===== src/rtl/dg_pkg.sv =====
package dg_pkg;
  typedef enum logic [2:0] {
    STALL_NONE   = 3'd0,
    STALL_BUDGET = 3'd1,
    STALL_ROB    = 3'd2,
    STALL_REN    = 3'd3,
    STALL_SCHED  = 3'd4
  } stall_e;
endpackage


===== src/rtl/dg_budget_start.sv =====
// Turns the debt left from earlier cycles into this cycle's opening budget
// and the debt that remains after this cycle's share is paid off.
module dg_budget_start #(
  parameter int DISP_W = 4,
  parameter int CAR_W  = 4,
  localparam int AV_W  = $clog2(DISP_W + 1)
) (
  input  logic [CAR_W-1:0] carry_q,
  output logic [AV_W-1:0]  avail0,
  output logic [CAR_W-1:0] carry_dec
);
  localparam logic [CAR_W-1:0] W_C = CAR_W'(DISP_W);
  localparam logic [AV_W-1:0]  W_A = AV_W'(DISP_W);

  always_comb begin
    if (carry_q >= W_C) begin
      avail0    = '0;
      carry_dec = carry_q - W_C;
    end else begin
      avail0    = W_A - AV_W'(carry_q);
      carry_dec = '0;
    end
  end
endmodule


===== src/rtl/dg_slot.sv =====
// One link of the in-order chain: local checks, scheduler query,
// resource consumption and stall reason for a single slot.
module dg_slot
  import dg_pkg::*;
#(
  parameter int DISP_W = 4,
  parameter int UOP_W  = 4,
  parameter int ROBN_W = 4,
  parameter int RENN_W = 2,
  parameter int ROBF_W = 6,
  parameter int RENF_W = 5,
  localparam int AV_W  = $clog2(DISP_W + 1)
) (
  input  logic              go_in,
  input  logic              valid,
  input  logic [UOP_W-1:0]  uops,
  input  logic [ROBN_W-1:0] rob_need,
  input  logic [RENN_W-1:0] ren_need,
  input  logic [AV_W-1:0]   avail_in,
  input  logic [ROBF_W-1:0] rob_left_in,
  input  logic [RENF_W-1:0] ren_left_in,
  input  logic              sched_ready,
  output logic              query,
  output logic              fire,
  output logic [AV_W-1:0]   avail_out,
  output logic [ROBF_W-1:0] rob_left_out,
  output logic [RENF_W-1:0] ren_left_out,
  output logic [UOP_W-1:0]  excess,
  output stall_e            stall
);
  localparam logic [AV_W-1:0] W_A = AV_W'(DISP_W);

  logic oversize, fits, rob_ok, ren_ok;

  always_comb begin
    oversize = 32'(uops) > 32'(avail_in);
    fits     = !oversize || (avail_in == W_A);
    rob_ok   = 32'(rob_need) <= 32'(rob_left_in);
    ren_ok   = 32'(ren_need) <= 32'(ren_left_in);
    query    = go_in && valid && fits && rob_ok && ren_ok;
    fire     = query && sched_ready;
  end

  always_comb begin
    avail_out    = oversize ? '0 : avail_in - AV_W'(uops);
    excess       = (fire && oversize) ? uops - UOP_W'(avail_in) : '0;
    rob_left_out = rob_left_in - ROBF_W'(rob_need);
    ren_left_out = ren_left_in - RENF_W'(ren_need);
  end

  always_comb begin
    if (!go_in || !valid || fire) stall = STALL_NONE;
    else if (!fits)               stall = STALL_BUDGET;
    else if (!rob_ok)             stall = STALL_ROB;
    else if (!ren_ok)             stall = STALL_REN;
    else                          stall = STALL_SCHED;
  end
endmodule


===== src/rtl/dispatch_gate.sv =====
module dispatch_gate
  import dg_pkg::*;
#(
  parameter int SLOTS  = 4,
  parameter int DISP_W = 4,
  parameter int UOP_W  = 4,
  parameter int ROBN_W = 4,
  parameter int RENN_W = 2,
  parameter int ROBF_W = 6,
  parameter int RENF_W = 5
) (
  input  logic                         clk,
  input  logic                         rst,
  input  logic [SLOTS-1:0]             in_valid,
  input  logic [SLOTS-1:0][UOP_W-1:0]  in_uops,
  input  logic [SLOTS-1:0][ROBN_W-1:0] in_rob_need,
  input  logic [SLOTS-1:0][RENN_W-1:0] in_ren_need,
  output logic [SLOTS-1:0]             in_ready,
  input  logic [ROBF_W-1:0]            rob_free,
  input  logic [RENF_W-1:0]            ren_free,
  output logic [SLOTS-1:0]             out_valid,
  output logic [SLOTS-1:0][UOP_W-1:0]  out_uops,
  output logic [SLOTS-1:0][ROBN_W-1:0] out_rob_need,
  output logic [SLOTS-1:0][RENN_W-1:0] out_ren_need,
  input  logic [SLOTS-1:0]             sched_ready,
  output logic [2:0]                   stall_code
);
  localparam int AV_W  = $clog2(DISP_W + 1);
  localparam int CAR_W = UOP_W;  // debt never exceeds the largest count

  logic [CAR_W-1:0] carry_q, carry_dec, carry_d;
  logic [AV_W-1:0]  avail0;

  logic [SLOTS:0]    go_c;
  logic [AV_W-1:0]   av_c  [SLOTS+1];
  logic [ROBF_W-1:0] rob_c [SLOTS+1];
  logic [RENF_W-1:0] ren_c [SLOTS+1];
  logic [UOP_W-1:0]  exc   [SLOTS];
  stall_e            st    [SLOTS];

  dg_budget_start #(.DISP_W(DISP_W), .CAR_W(CAR_W)) u_start (
    .carry_q   (carry_q),
    .avail0    (avail0),
    .carry_dec (carry_dec)
  );

  assign go_c[0]  = 1'b1;
  assign av_c[0]  = avail0;
  assign rob_c[0] = rob_free;
  assign ren_c[0] = ren_free;

  for (genvar i = 0; i < SLOTS; i++) begin : g_slot
    dg_slot #(
      .DISP_W(DISP_W), .UOP_W(UOP_W), .ROBN_W(ROBN_W), .RENN_W(RENN_W),
      .ROBF_W(ROBF_W), .RENF_W(RENF_W)
    ) u_slot (
      .go_in        (go_c[i]),
      .valid        (in_valid[i]),
      .uops         (in_uops[i]),
      .rob_need     (in_rob_need[i]),
      .ren_need     (in_ren_need[i]),
      .avail_in     (av_c[i]),
      .rob_left_in  (rob_c[i]),
      .ren_left_in  (ren_c[i]),
      .sched_ready  (sched_ready[i]),
      .query        (out_valid[i]),
      .fire         (go_c[i+1]),
      .avail_out    (av_c[i+1]),
      .rob_left_out (rob_c[i+1]),
      .ren_left_out (ren_c[i+1]),
      .excess       (exc[i]),
      .stall        (st[i])
    );
  end

  assign in_ready     = go_c[SLOTS:1];
  assign out_uops     = in_uops;
  assign out_rob_need = in_rob_need;
  assign out_ren_need = in_ren_need;

  // At most one slot per cycle is both live and blocked, and at most one
  // slot can overrun the budget, so plain OR and sum are exact.
  always_comb begin
    logic [2:0]       acc;
    logic [UOP_W-1:0] exc_sum;
    acc     = '0;
    exc_sum = '0;
    for (int i = 0; i < SLOTS; i++) begin
      acc     = acc | st[i];
      exc_sum = exc_sum + exc[i];
    end
    stall_code = acc;
    carry_d    = carry_dec + CAR_W'(exc_sum);
  end

  always_ff @(posedge clk) begin
    if (rst) carry_q <= '0;
    else     carry_q <= carry_d;
  end
endmodule


===== config.mk =====
export PLATFORM = sky130hd
export DESIGN_NAME = dispatch_gate
export DESIGN_NICKNAME = d
export VERILOG_FILES = /design/src/rtl/dg_pkg.sv /design/src/rtl/dg_budget_start.sv /design/src/rtl/dg_slot.sv /design/src/rtl/dispatch_gate.sv
export SDC_FILE = /design/constraint.sdc
export NUM_CORES = 1
export LEC_CHECK = 0
export ABC_AREA = 0
export BUFFER_PORTS_ARGS = -buffer_cell sky130_fd_sc_hd__buf_2
export CORE_MARGIN = 2
export CORE_UTILIZATION = 57
export DETAILED_ROUTE_END_ITERATION = 10
export PLACE_DENSITY_LB_ADDON = 0.3
export SETUP_SLACK_MARGIN = 0.5
export SLEW_MARGIN = 20
export SYNTH_ARGS = -nofsm -noshare
export SYNTH_HDL_FRONTEND = slang
export SYNTH_SLANG_ARGS = --single-unit

===== constraint.sdc =====
create_clock -name clk -period 18 [get_ports clk]
set_clock_uncertainty 0.1 [all_clocks]
set_input_delay 1.8 -clock clk [delete_from_list [all_inputs] [get_ports clk]]
set_output_delay 1.8 -clock clk [all_outputs]
set_load 0.03 [all_outputs]

==> results of run 1 <==
-- worst max-delay path by stage --
stage | end | start
3_5_place_dp | carry_q[3]$_SDFF_PP0_ | in_uops[0]
3_3_place_gp | carry_q[3]$_SDFF_PP0_ | in_uops[0]
2_1_floorplan | carry_q[3]$_SDFF_PP0_ | in_uops[0]
4_1_cts | carry_q[3]$_SDFF_PP0_ | in_uops[0]
6_report | carry_q[3]$_SDFF_PP0_ | in_uops[0]
5_1_grt | carry_q[3]$_SDFF_PP0_ | in_uops[0]
-- Yosys cell counts, drive strengths merged, types with 11 or more instances --
master,n
nor2,20
a21o,11
nand2,27
xnor2,14
a21oi,18
nand3,13
o21ai,16
ha,46
fa,21
nor2b,12
inv,67
buf,49
-- area by class of cell --
class                   instances  area [um2]  area share
clock buffers                   3        41.3      0.0116
inverters                      67         251      0.0707
multi-input cells             304        2540       0.713
flip-flops and latches          4        80.1      0.0225
well taps                      72        90.1      0.0253
repair buffers                111         556       0.156
-- critical path: cells and delay by family --
| family | cells | cell delay [ns] |
|---|---|---|
| fa+ha+maj | 10 | 2.93 |
| compound gates | 8 | 1.79 |
| xor+xnor | 5 | 0.76 |
| buf+inv | 8 | 0.54 |
| simple gates | 9 | 2.13 |
-- metrics by stage --
| step | worst slack (ns) | cells | util | area [um2] |
|---|---|---|---|---|
| floorplan | 8.68 | 424 | - | 3240 |
| global placement | 8.15 | 558 | 0.638 | 3510 |
| detailed placement | 7.90 | 558 | 0.638 | 3510 |
| CTS | 8.13 | 561 | 0.646 | 3550 |
| global route | 7.55 | 561 | 0.646 | 3550 |
| finish | 8.12 | 561 | 0.646 | 3550 |
-- power groups by stage --
stage          registers, mW  logic (mW)  clock network [mW]
6_report              0.0103       0.179              0.0203
5_1_grt               0.0103       0.204              0.0205
4_1_cts               0.0103       0.179              0.0204
3_5_place_dp          0.0104       0.179                   0
3_3_place_gp          0.0104       0.173                   0
2_1_floorplan         0.0101       0.143                   0
-- layer usage --
layer,vias up,part of all wire,GRT usage
li1,1529,-,-
met1,1397,0.43,0.286
met2,83,0.50,0.422
met3,8,0.056,0.0362
met4,0,0.011,0.0466
met5,-,0,0
-- cell families (layout without fill, tap and decap cells) --
group,count (synthesis),after routing
AO/OA/AOI/OAI,76,76
XOR/XNOR,26,26
adder cells (fa/ha/maj),67,67
buffers and inverters,116,181
flip-flops,4,4
multiplexers,1,1
AND/OR/NAND/NOR,134,134
==> impl_metrics.json, run 1 <==
{
  "run_status": "finished clean",
  "timing.critical_path.slowest_cell_delay_ns": 0.49,
  "seq_power_share": 0.049,
  "swShare": 0.533,
  "timing.slew.headroom": 0.444,
  "place_hpwl_um": 6470,
  "synth_simple_gate_area_frac": 0.234,
  "syn_nets": 552,
  "largest_regs": "carry_q x4",
  "finalNetCount": 619,
  "place_congestion": 0.874,
  "p_leak_nw": 1.91,
  "clock_tree_root": "sky130_fd_sc_hd__clkbuf_8",
  "die-area_mm2": 0.00630,
  "critical_path_fanout_max": 5,
  "synthDistinctLibCells": 58,
  "worstSkewPairLatency_ns": 0.23,
  "worst_r2r_startpoint": "carry_q[0]$_SDFF_PP0_",
  "crit_path_start_kind": "input pin",
  "grt_remaining_overflow": 0,
  "cp_data_required_time_ns": 18.07,
  "final_tns_setup_ns": 0,
  "avgSynthCellArea_um2": 7.64,
  "yosys_warnings": 0,
  "drt-vias-per-instance": 5.38,
  "pwr_density_cell_mw_per_mm2": 58.9,
  "synth_sequential_area_ratio": 0.0247,
  "flow.area_growth_from_synthesis_pct": 9.73,
  "largest_reg_flops": 4,
  "core-area_mm2": 0.00551,
  "vias": 3017,
  "top_level_ports": 112,
  "rr_worst_depth": 39,
  "worst_hold_path_startpoint": "carry_q[2]$_SDFF_PP0_",
  "pwr-share-clk": 0.097,
  "routed_wire_length_per_instance_um": 12.9,
  "synth_compound_area_frac": 0.160,
  "cts_tree": "built",
  "detailedRoute.firstPassIterationCount": 4,
  "timing.final.hold_violations": 0,
  "worstMarginPinSlew_ns": 0.828,
  "placement.io_buffers": 111,
  "synthMuxAreaShare": 0.00309,
  "cts_made_buffers": 3,
  "grt_setup_unrepaired": "false",
  "netSwitchingPower_uw": 112,
  "synthesis.area_mm2": 0.00324,
  "grt_use_total": 0.231,
  "largest_family_of_logic_cells_by_synthesized_area": "adder cells",
  "timing.critical_path.arrival_ns": 9.95,
  "fin_crit_ns": 9.88,
  "vias_in_the_first_global_route": 2856,
  "total_power_consumption_of_the_routed_design_uw": 209,
  "finalSetupViolCount": 0,
  "final_min_period_over_clock_period": 0.549,
  "ys_dominant_reg_cell": "sky130_fd_sc_hd__dfxtp_1",
  "final.hold.worst_slack_ns": 1.02,
  "routed_wl_um": 7220,
  "min_path_type": "reg2reg",
  "critPathCaptureType": "flip-flop",
  "synth-xor-area-share": 0.0788,
  "postRouteAntennaNets": 0,
  "grt_max_degree": 11,
  "clockBufferDepth": 2,
  "ys_top_cells_by_area": "sky130_fd_sc_hd__ha_1 18%, sky130_fd_sc_hd__fa_1 13%, sky130_fd_sc_hd__buf_4 11%",
  "numClockSinks": 4,
  "cpMaxStageDelayCell": "sky130_fd_sc_hd__or4_4",
  "cell_type_with_the_highest_aggregate_area_in_the_netlist": "sky130_fd_sc_hd__ha_1",
  "starting_utilization_of_the_core_area": 0.588,
  "final_max_slew_viol_count": 0,
  "p_int_uw": 97.8,
  "critical_path_class": "in2reg",
  "wire_length_of_the_first_global_routing_pass_um": 12000,
  "remaining_drc_errors": 0,
  "commonest_cells_after_routing_fill_and_taps_aside": "111 x sky130_fd_sc_hd__buf_2, 67 x sky130_fd_sc_hd__inv_1, 46 x sky130_fd_sc_hd__ha_1, 27 x sky130_fd_sc_hd__nand2_1, 21 x sky130_fd_sc_hd__fa_1",
  "htree_num_levels": 1,
  "antennaDiodeCount": 0,
  "maxCapViolations": 0,
  "min_path_cells": 7,
  "ys_async_sr_fraction": 0,
  "reg2reg_slack_ns": 9.16,
  "final_common_cell": "sky130_fd_sc_hd__buf_2",
  "power.combinational.fraction": 0.854,
  "synth.ff_latch_count": 4,
  "die_h_um": 79.4,
  "critical_path.most_common_cell": "sky130_fd_sc_hd__inv_1",
  "layout-drive-gt1-share": 0.258,
  "holdBufCountCts": 0,
  "cts.repair_timing.setup_buffer_count": 0,
  "dr.first_iter.drc_count": 94,
  "die_w_um": 79.4,
  "row_count": 27,
  "max_clock_freq_mhz": 101,
  "synth_enable_flop_cells": 0,
  "synth_largest_type_area_fraction": 0.178,
  "largest-register": "carry_q",
  "initial_antenna_violation_count": 0,
  "r2r-end": "carry_q[3]$_SDFF_PP0_",
  "synthAdderAreaFrac": 0.307,
  "cts-resized-gates": 0,
  "clk_pin_slew_ns": 0.04,
  "final.fill_count": 502,
  "synthesis.instances": 424,
  "vdd.ir_drop.worst_uv": 40.6,
  "whs_endpoint": "carry_q[3]$_SDFF_PP0_"
}
No activity file was read; power rests on OpenSTA's default activity.
==> inputs of run 2 (changes only) <==
--- a/config.mk
+++ b/config.mk
@@ -5,10 +5,10 @@
 export SDC_FILE = /design/constraint.sdc
 export NUM_CORES = 1
 export LEC_CHECK = 0
-export ABC_AREA = 0
+export ABC_AREA = 1
 export BUFFER_PORTS_ARGS = -buffer_cell sky130_fd_sc_hd__buf_2
 export CORE_MARGIN = 2
-export CORE_UTILIZATION = 57
+export CORE_UTILIZATION = 53
 export DETAILED_ROUTE_END_ITERATION = 10
 export PLACE_DENSITY_LB_ADDON = 0.3
 export SETUP_SLACK_MARGIN = 0.5
==> constraint.sdc (replaced) <==
create_clock -name clk -period 10.2 [get_ports clk]
set_clock_uncertainty 0.1 [all_clocks]
set_input_delay 1.02 -clock clk [delete_from_list [all_inputs] [get_ports clk]]
set_output_delay 1.02 -clock clk [all_outputs]
set_load 0.03 [all_outputs]
==> impl_metrics.json, run 2 <==
{
  "largest_reg_flops": 4,
  "largest_family_of_logic_cells_by_synthesized_area": "simple AND/OR/NAND/NOR gates",
  "detailedRoute.firstPassIterationCount": 4,
  "final.hold.worst_slack_ns": 0.905,
  "min_path_cells": 2,
  "grt_max_degree": 8,
  "synthesis.area_mm2": 0.00338,
  "fin_crit_ns": 7.81,
  "worstSkewPairLatency_ns": 0.21,
  "placed_cells_incl_taps": 655,
  "ys_top_cells_by_area": "sky130_fd_sc_hd__ha_1 17%, sky130_fd_sc_hd__inv_1 14%, sky130_fd_sc_hd__fa_1 12%",
  "p_int_uw": 162,
  "postRouteAntennaNets": 0,
  "avgSynthCellArea_um2": 6.55,
  "synth_simple_gate_area_frac": 0.309,
  "final.fill_count": 649,
  "critPathCaptureType": "flip-flop",
  "crit_path_start_kind": "input pin",
  "finalInstanceArea_mm2": 0.00370,
  "timing.critical_path.arrival_ns": 7.82,
  "routed_wire_length_per_instance_um": 10.5,
  "remaining_drc_errors": 0,
  "top_level_ports": 112,
  "detailed_place.area_mm2": 0.00366,
  "critical_path_class": "in2reg",
  "timing.critical_path.slowest_cell_delay_ns": 0.43,
  "numClockSinks": 4,
  "synth-xor-area-share": 0.0511,
  "timing.slew.headroom": 0.774,
  "final_min_period_over_clock_period": 0.766,
  "setup_slack_ns": 2.39,
  "worstMarginPinSlew_ns": 0.335,
  "synthMuxAreaShare": 0,
  "finalNetCount": 711,
  "critical_path.most_common_cell": "sky130_fd_sc_hd__inv_1",
  "netSwitchingPower_uw": 212,
  "place_congestion": 0.870,
  "die-area_mm2": 0.00703,
  "run_status": "finished clean",
  "largest_regs": "carry_q x4",
  "setup.worst_path.start": "in_uops[0]",
  "pwr-share-clk": 0.089,
  "ys_async_sr_fraction": 0,
  "placement.io_buffers": 111,
  "synth_enable_flop_cells": 0,
  "cell_with_the_most_instances_after_synthesis": "sky130_fd_sc_hd__inv_1",
  "vias": 3077,
  "synthesis.instances": 516,
  "grt_use_total": 0.199,
  "finalCoreUtilization": 0.593,
  "synth.ff_latch_count": 4,
  "cts-resized-gates": 0,
  "place_worst_setup_slack_ns": 2.14,
  "dr.first_iter.drc_count": 64,
  "die_w_um": 83.9,
  "ys_dominant_reg_cell": "sky130_fd_sc_hd__dfxtp_1",
  "min_path_type": "in2reg",
  "timing.final.hold_violations": 0,
  "flow.area_growth_from_synthesis_pct": 9.51,
  "final_max_slew_viol_count": 0,
  "final_tns_setup_ns": 0,
  "synth_largest_type_area_fraction": 0.170,
  "p_leak_nw": 2.27,
  "die_h_um": 83.9,
  "finalSetupViolCount": 0,
  "synth_sequential_area_ratio": 0.0237,
  "grt_setup_unrepaired": "false",
  "drt-vias-per-instance": 4.68,
  "final_common_cell": "sky130_fd_sc_hd__inv_1",
  "cts_made_buffers": 3,
  "rr_worst_depth": 48,
  "synthDistinctLibCells": 36,
  "layout.cells.non_filler": 658,
  "clock_tree_root": "sky130_fd_sc_hd__clkbuf_8",
  "vdd.ir_drop.worst_uv": 57.8,
  "synthAdderAreaFrac": 0.295,
  "max_clock_freq_mhz": 128,
  "clk_pin_slew_ns": 0.03,
  "starting_utilization_of_the_core_area": 0.542,
  "cts_tree": "built",
  "htree_num_levels": 1,
  "synth_compound_area_frac": 0.0725,
  "cp_data_required_time_ns": 10.21,
  "power.combinational.fraction": 0.864,
  "vias_in_the_first_global_route": 2907,
  "layout-drive-gt1-share": 0.255,
  "core-area_mm2": 0.00624,
  "synth.cells.most_frequent": "123 x sky130_fd_sc_hd__inv_1, 106 x sky130_fd_sc_hd__nand2_1, 48 x sky130_fd_sc_hd__buf_4, 46 x sky130_fd_sc_hd__ha_1, 37 x sky130_fd_sc_hd__nor2_1",
  "maxCapViolations": 0,
  "syn_nets": 644,
  "critical_path_fanout_max": 5,
  "commonest_cells_after_routing_fill_and_taps_aside": "123 x sky130_fd_sc_hd__inv_1, 111 x sky130_fd_sc_hd__buf_2, 106 x sky130_fd_sc_hd__nand2_1, 46 x sky130_fd_sc_hd__ha_1, 37 x sky130_fd_sc_hd__nor2_1",
  "grt_remaining_overflow": 0,
  "cpMaxStageDelayCell": "sky130_fd_sc_hd__fa_1",
  "largest-register": "carry_q",
  "wire_length_of_the_first_global_routing_pass_um": 11900,
  "clockBufferDepth": 2,
  "swShare": 0.567,
  "total_power_consumption_of_the_routed_design_uw": 373,
  "yosys_warnings": 0,
  "pwr_density_cell_mw_per_mm2": 101,
  "routed_wl_um": 6890,
  "place_hpwl_um": 6320,
  "antennaDiodeCount": 0,
  "cell_type_with_the_highest_aggregate_area_in_the_netlist": "sky130_fd_sc_hd__ha_1",
  "worst_r2r_startpoint": "carry_q[0]$_SDFF_PP0_",
  "holdBufCountCts": 0,
  "cts.repair_timing.setup_buffer_count": 0,
  "seq_power_share": 0.047,
  "worst_hold_path_startpoint": "rst",
  "initial_antenna_violation_count": 0,
  "row_count": 29
}
run 2: changes by cell type after synthesis, sizes merged, moves of 6 or more:
| cell | change |
|---|---|
| a21o | -11 |
| inv | +58 |
| nand2 | +86 |
| nand2b | -7 |
| nand3 | +19 |
| nor2 | +28 |
| nor2b | -12 |
| nor4 | -7 |
| or3 | -6 |
| xnor2 | -8 |
run 2: cells by family (layout without fill, tap and decap cells):
kind of cell | count (synthesis) | after routing
adder cells (fa/ha/maj) | 67 | 67
flip-flops | 4 | 4
buffers and inverters | 174 | 239
XOR/XNOR | 18 | 18
AND/OR/NAND/NOR | 210 | 210
AO/OA/AOI/OAI | 43 | 43
run 2: power groups by stage:
stage	Clock (mW)	Combinational, mW	Sequential [mW]
3_5_place_dp	0	0.323	0.0178
6_report	0.0331	0.322	0.0177
2_1_floorplan	0	0.264	0.0177
3_3_place_gp	0	0.316	0.0179
4_1_cts	0.0339	0.325	0.0177
5_1_grt	0.0351	0.374	0.0180
run 2: path summary, 6_finish.rpt:
| path | endpoint | slack (ns) |
|---|---|---|
| max | carry_q[3]$_SDFF_PP0_ | 2.39 |
| max reg2reg | carry_q[3]$_SDFF_PP0_ | 2.43 |
| min reg2reg | carry_q[0]$_SDFF_PP0_ | 1.09 |
| min | carry_q[2]$_SDFF_PP0_ | 0.90 |
run 2: per-layer routing:
layer | track usage | wire length, um
met1 | 0.263 | 3260
met2 | 0.369 | 3340
met3 | 0.00593 | 245
met4 | 0.0293 | 44
met5 | 0 | 0
run 2: critical path, delay by kind of cell:
family          cells  cell delay [ns]
fa+ha+maj          10             2.79
buf+inv            12             0.79
xor+xnor            1             0.16
compound gates      5             0.64
simple gates       19             2.40
run 2: layout make-up:
type                    count  area (um2)  area share
repair buffers            111         556       0.150
inverters                 125         469       0.127
well taps                  77        96.3      0.0260
flip-flops and latches      4        80.1      0.0216
clock buffers               3        41.3      0.0112
multi-input cells         338        2460       0.664
==> inputs of run 3 (changes only) <==
--- a/config.mk
+++ b/config.mk
@@ -8,7 +8,7 @@
 export ABC_AREA = 1
 export BUFFER_PORTS_ARGS = -buffer_cell sky130_fd_sc_hd__buf_2
 export CORE_MARGIN = 2
-export CORE_UTILIZATION = 53
+export CORE_UTILIZATION = 48
 export DETAILED_ROUTE_END_ITERATION = 10
 export PLACE_DENSITY_LB_ADDON = 0.3
 export SETUP_SLACK_MARGIN = 0.5
==> constraint.sdc (replaced) <==
create_clock -name clk -period 6.55 [get_ports clk]
set_clock_uncertainty 0.1 [all_clocks]
set_input_delay 0.655 -clock clk [delete_from_list [all_inputs] [get_ports clk]]
set_output_delay 0.655 -clock clk [all_outputs]
set_load 0.03 [all_outputs]
==> impl_metrics.json, run 3 (synthesis results as in run 2) <==
{
  "setup_slack_ns": -0.560,
  "htree_num_levels": 1,
  "largest_reg_flops": 4,
  "postRouteAntennaNets": 0,
  "vias_in_the_first_global_route": 3475,
  "clockBufferDepth": 2,
  "placement.io_buffers": 111,
  "final.hold.worst_slack_ns": 0.553,
  "place_hpwl_um": 6990,
  "timing.critical_path.arrival_ns": 6.35,
  "final_common_cell": "sky130_fd_sc_hd__buf_2",
  "critical_path_class": "reg2out",
  "min_path_type": "in2reg",
  "commonest_cells_after_routing_fill_and_taps_aside": "106 x sky130_fd_sc_hd__buf_2, 104 x sky130_fd_sc_hd__inv_1, 93 x sky130_fd_sc_hd__nand2_1, 77 x sky130_fd_sc_hd__buf_4, 39 x sky130_fd_sc_hd__ha_1",
  "die_w_um": 87.9,
  "drt-vias-per-instance": 4.78,
  "clock_tree_root": "sky130_fd_sc_hd__clkbuf_8",
  "row_count": 30,
  "antennaDiodeCount": 0,
  "remaining_drc_errors": 0,
  "crit_path_start_kind": "flip-flop",
  "initial_antenna_violation_count": 0,
  "place_worst_setup_slack_ns": -0.464,
  "timing.critical_path.slowest_cell_delay_ns": 0.39,
  "timing.critical_path.buf_inv": 17,
  "rr_worst_depth": 50,
  "grt_use_total": 0.228,
  "final_min_period_over_clock_period": 1.09,
  "run_status": "complete, but fails checks",
  "routed_wl_um": 9380,
  "largest_regs": "carry_q x4",
  "worstMarginPinSlew_ns": 0.341,
  "maxCapViolations": 0,
  "timing.slew.headroom": 0.772,
  "die-area_mm2": 0.00773,
  "top_level_ports": 112,
  "cts_made_buffers": 3,
  "number_of_gates_on_the_worst_path_with_buffers_counted": 47,
  "min_path_cells": 2,
  "finalCoreUtilization": 0.687,
  "vdd.ir_drop.worst_uv": 82.2,
  "holdBufCountCts": 0,
  "place_congestion": 0.917,
  "cpMaxStageDelayCell": "sky130_fd_sc_hd__fa_2",
  "flow.area_growth_from_synthesis_pct": 38.1,
  "finalSetupViolCount": 8,
  "grt_remaining_overflow": 0,
  "wire_length_of_the_first_global_routing_pass_um": 14300,
  "critPathCaptureType": "output pin",
  "critical_path_fanout_max": 3,
  "grt_setup_unrepaired": "true",
  "layout-drive-gt1-share": 0.452,
  "dr.first_iter.drc_count": 118,
  "detailedRoute.firstPassIterationCount": 4,
  "multi_input_logic_area_mm2": 0.00271,
  "largest-register": "carry_q",
  "regArea_um2": 83.8,
  "vias": 3633,
  "finalNetCount": 794,
  "final_max_slew_viol_count": 0,
  "timing.final.hold_violations": 0,
  "placed_cells_incl_taps": 711,
  "cts_tree": "built",
  "cp_data_required_time_ns": 5.79,
  "max_clock_freq_mhz": 141,
  "p_leak_nw": 2.71,
  "numClockSinks": 4,
  "pwr_density_cell_mw_per_mm2": 166,
  "layout.cells.non_filler": 760,
  "critical_path.most_common_cell": "sky130_fd_sc_hd__nand2_2",
  "die_h_um": 87.9,
  "critPathTopFamily": "adder cells",
  "grt_max_degree": 8,
  "core-area_mm2": 0.00679,
  "worstSkewPairLatency_ns": 0.22,
  "fin_crit_ns": 7.11,
  "routed_wire_length_per_instance_um": 12.3,
  "violations": "negative setup slack",
  "clk_pin_slew_ns": 0.03,
  "final.fill_count": 545,
  "total_power_consumption_of_the_routed_design_uw": 775,
  "starting_utilization_of_the_core_area": 0.498
}
run 3: worst paths after layout:
kind / start / end / slack (ns)
max: carry_q[0]$_SDFF_PP0_ / stall_code[2] / -0.56
min reg2reg: carry_q[0]$_SDFF_PP0_ / carry_q[0]$_SDFF_PP0_ / 1.08
min: rst / carry_q[0]$_SDFF_PP0_ / 0.55
max reg2reg: carry_q[0]$_SDFF_PP0_ / carry_q[3]$_SDFF_PP0_ / -0.50
run 3: metal layers:
layer	share of wire	GRT usage	vias up	routed length, um
met2	0.52	0.435	133	4840
met5	0	0	-	0
met1	0.40	0.265	1639	3760
met4	0.032	0.0755	0	303
li1	-	-	1831	-
met3	0.051	0.0189	30	479
run 3: cell type report:
type	count	area share
multi-input combinational	338	0.581
sequential	4	0.0180
tap	96	0.0257
clock buffer	3	0.00884
inverter	125	0.103
timing repair buffer	194	0.264
run 3: worst register-to-register path: cells and delay by family, from the launching register on:
family                     cells  cell delay (ns)
buffers and inverters         15             0.89
adders and majority gates     11             3.29
and+or+nand+nor               20             1.73
DFF                            1             0.35
xor gates and xnor gates       1             0.20
AOI/OAI and AO/OA              3             0.41
run 3: stage by stage:
stage	area, um2	setup TNS (ns)
final	4670	-2.11
after global placement	4050	-0.330
after global routing	4670	-3.71
after detailed placement	4050	-0.702
after CTS	4450	-0.193
after floorplan	3470	-0.161
run 3: what timing repair did:
| action | CTS | global route |
|---|---|---|
| buffers inserted | 35 | 11 |
| resized for setup | 29 | 38 |
| cloned | 0 | 0 |
| pin swaps | 17 | 37 |
| setup endpoints to repair | 8 | 9 |
| hold endpoints to repair | 0 | 0 |
run 3: power breakdown:
group          leakage, nW  internal (mW)  switching (mW)
Clock               0.0216         0.0393          0.0142
Combinational         2.65          0.296           0.397
Sequential          0.0339         0.0266         0.00201
Total                 2.71          0.361           0.413
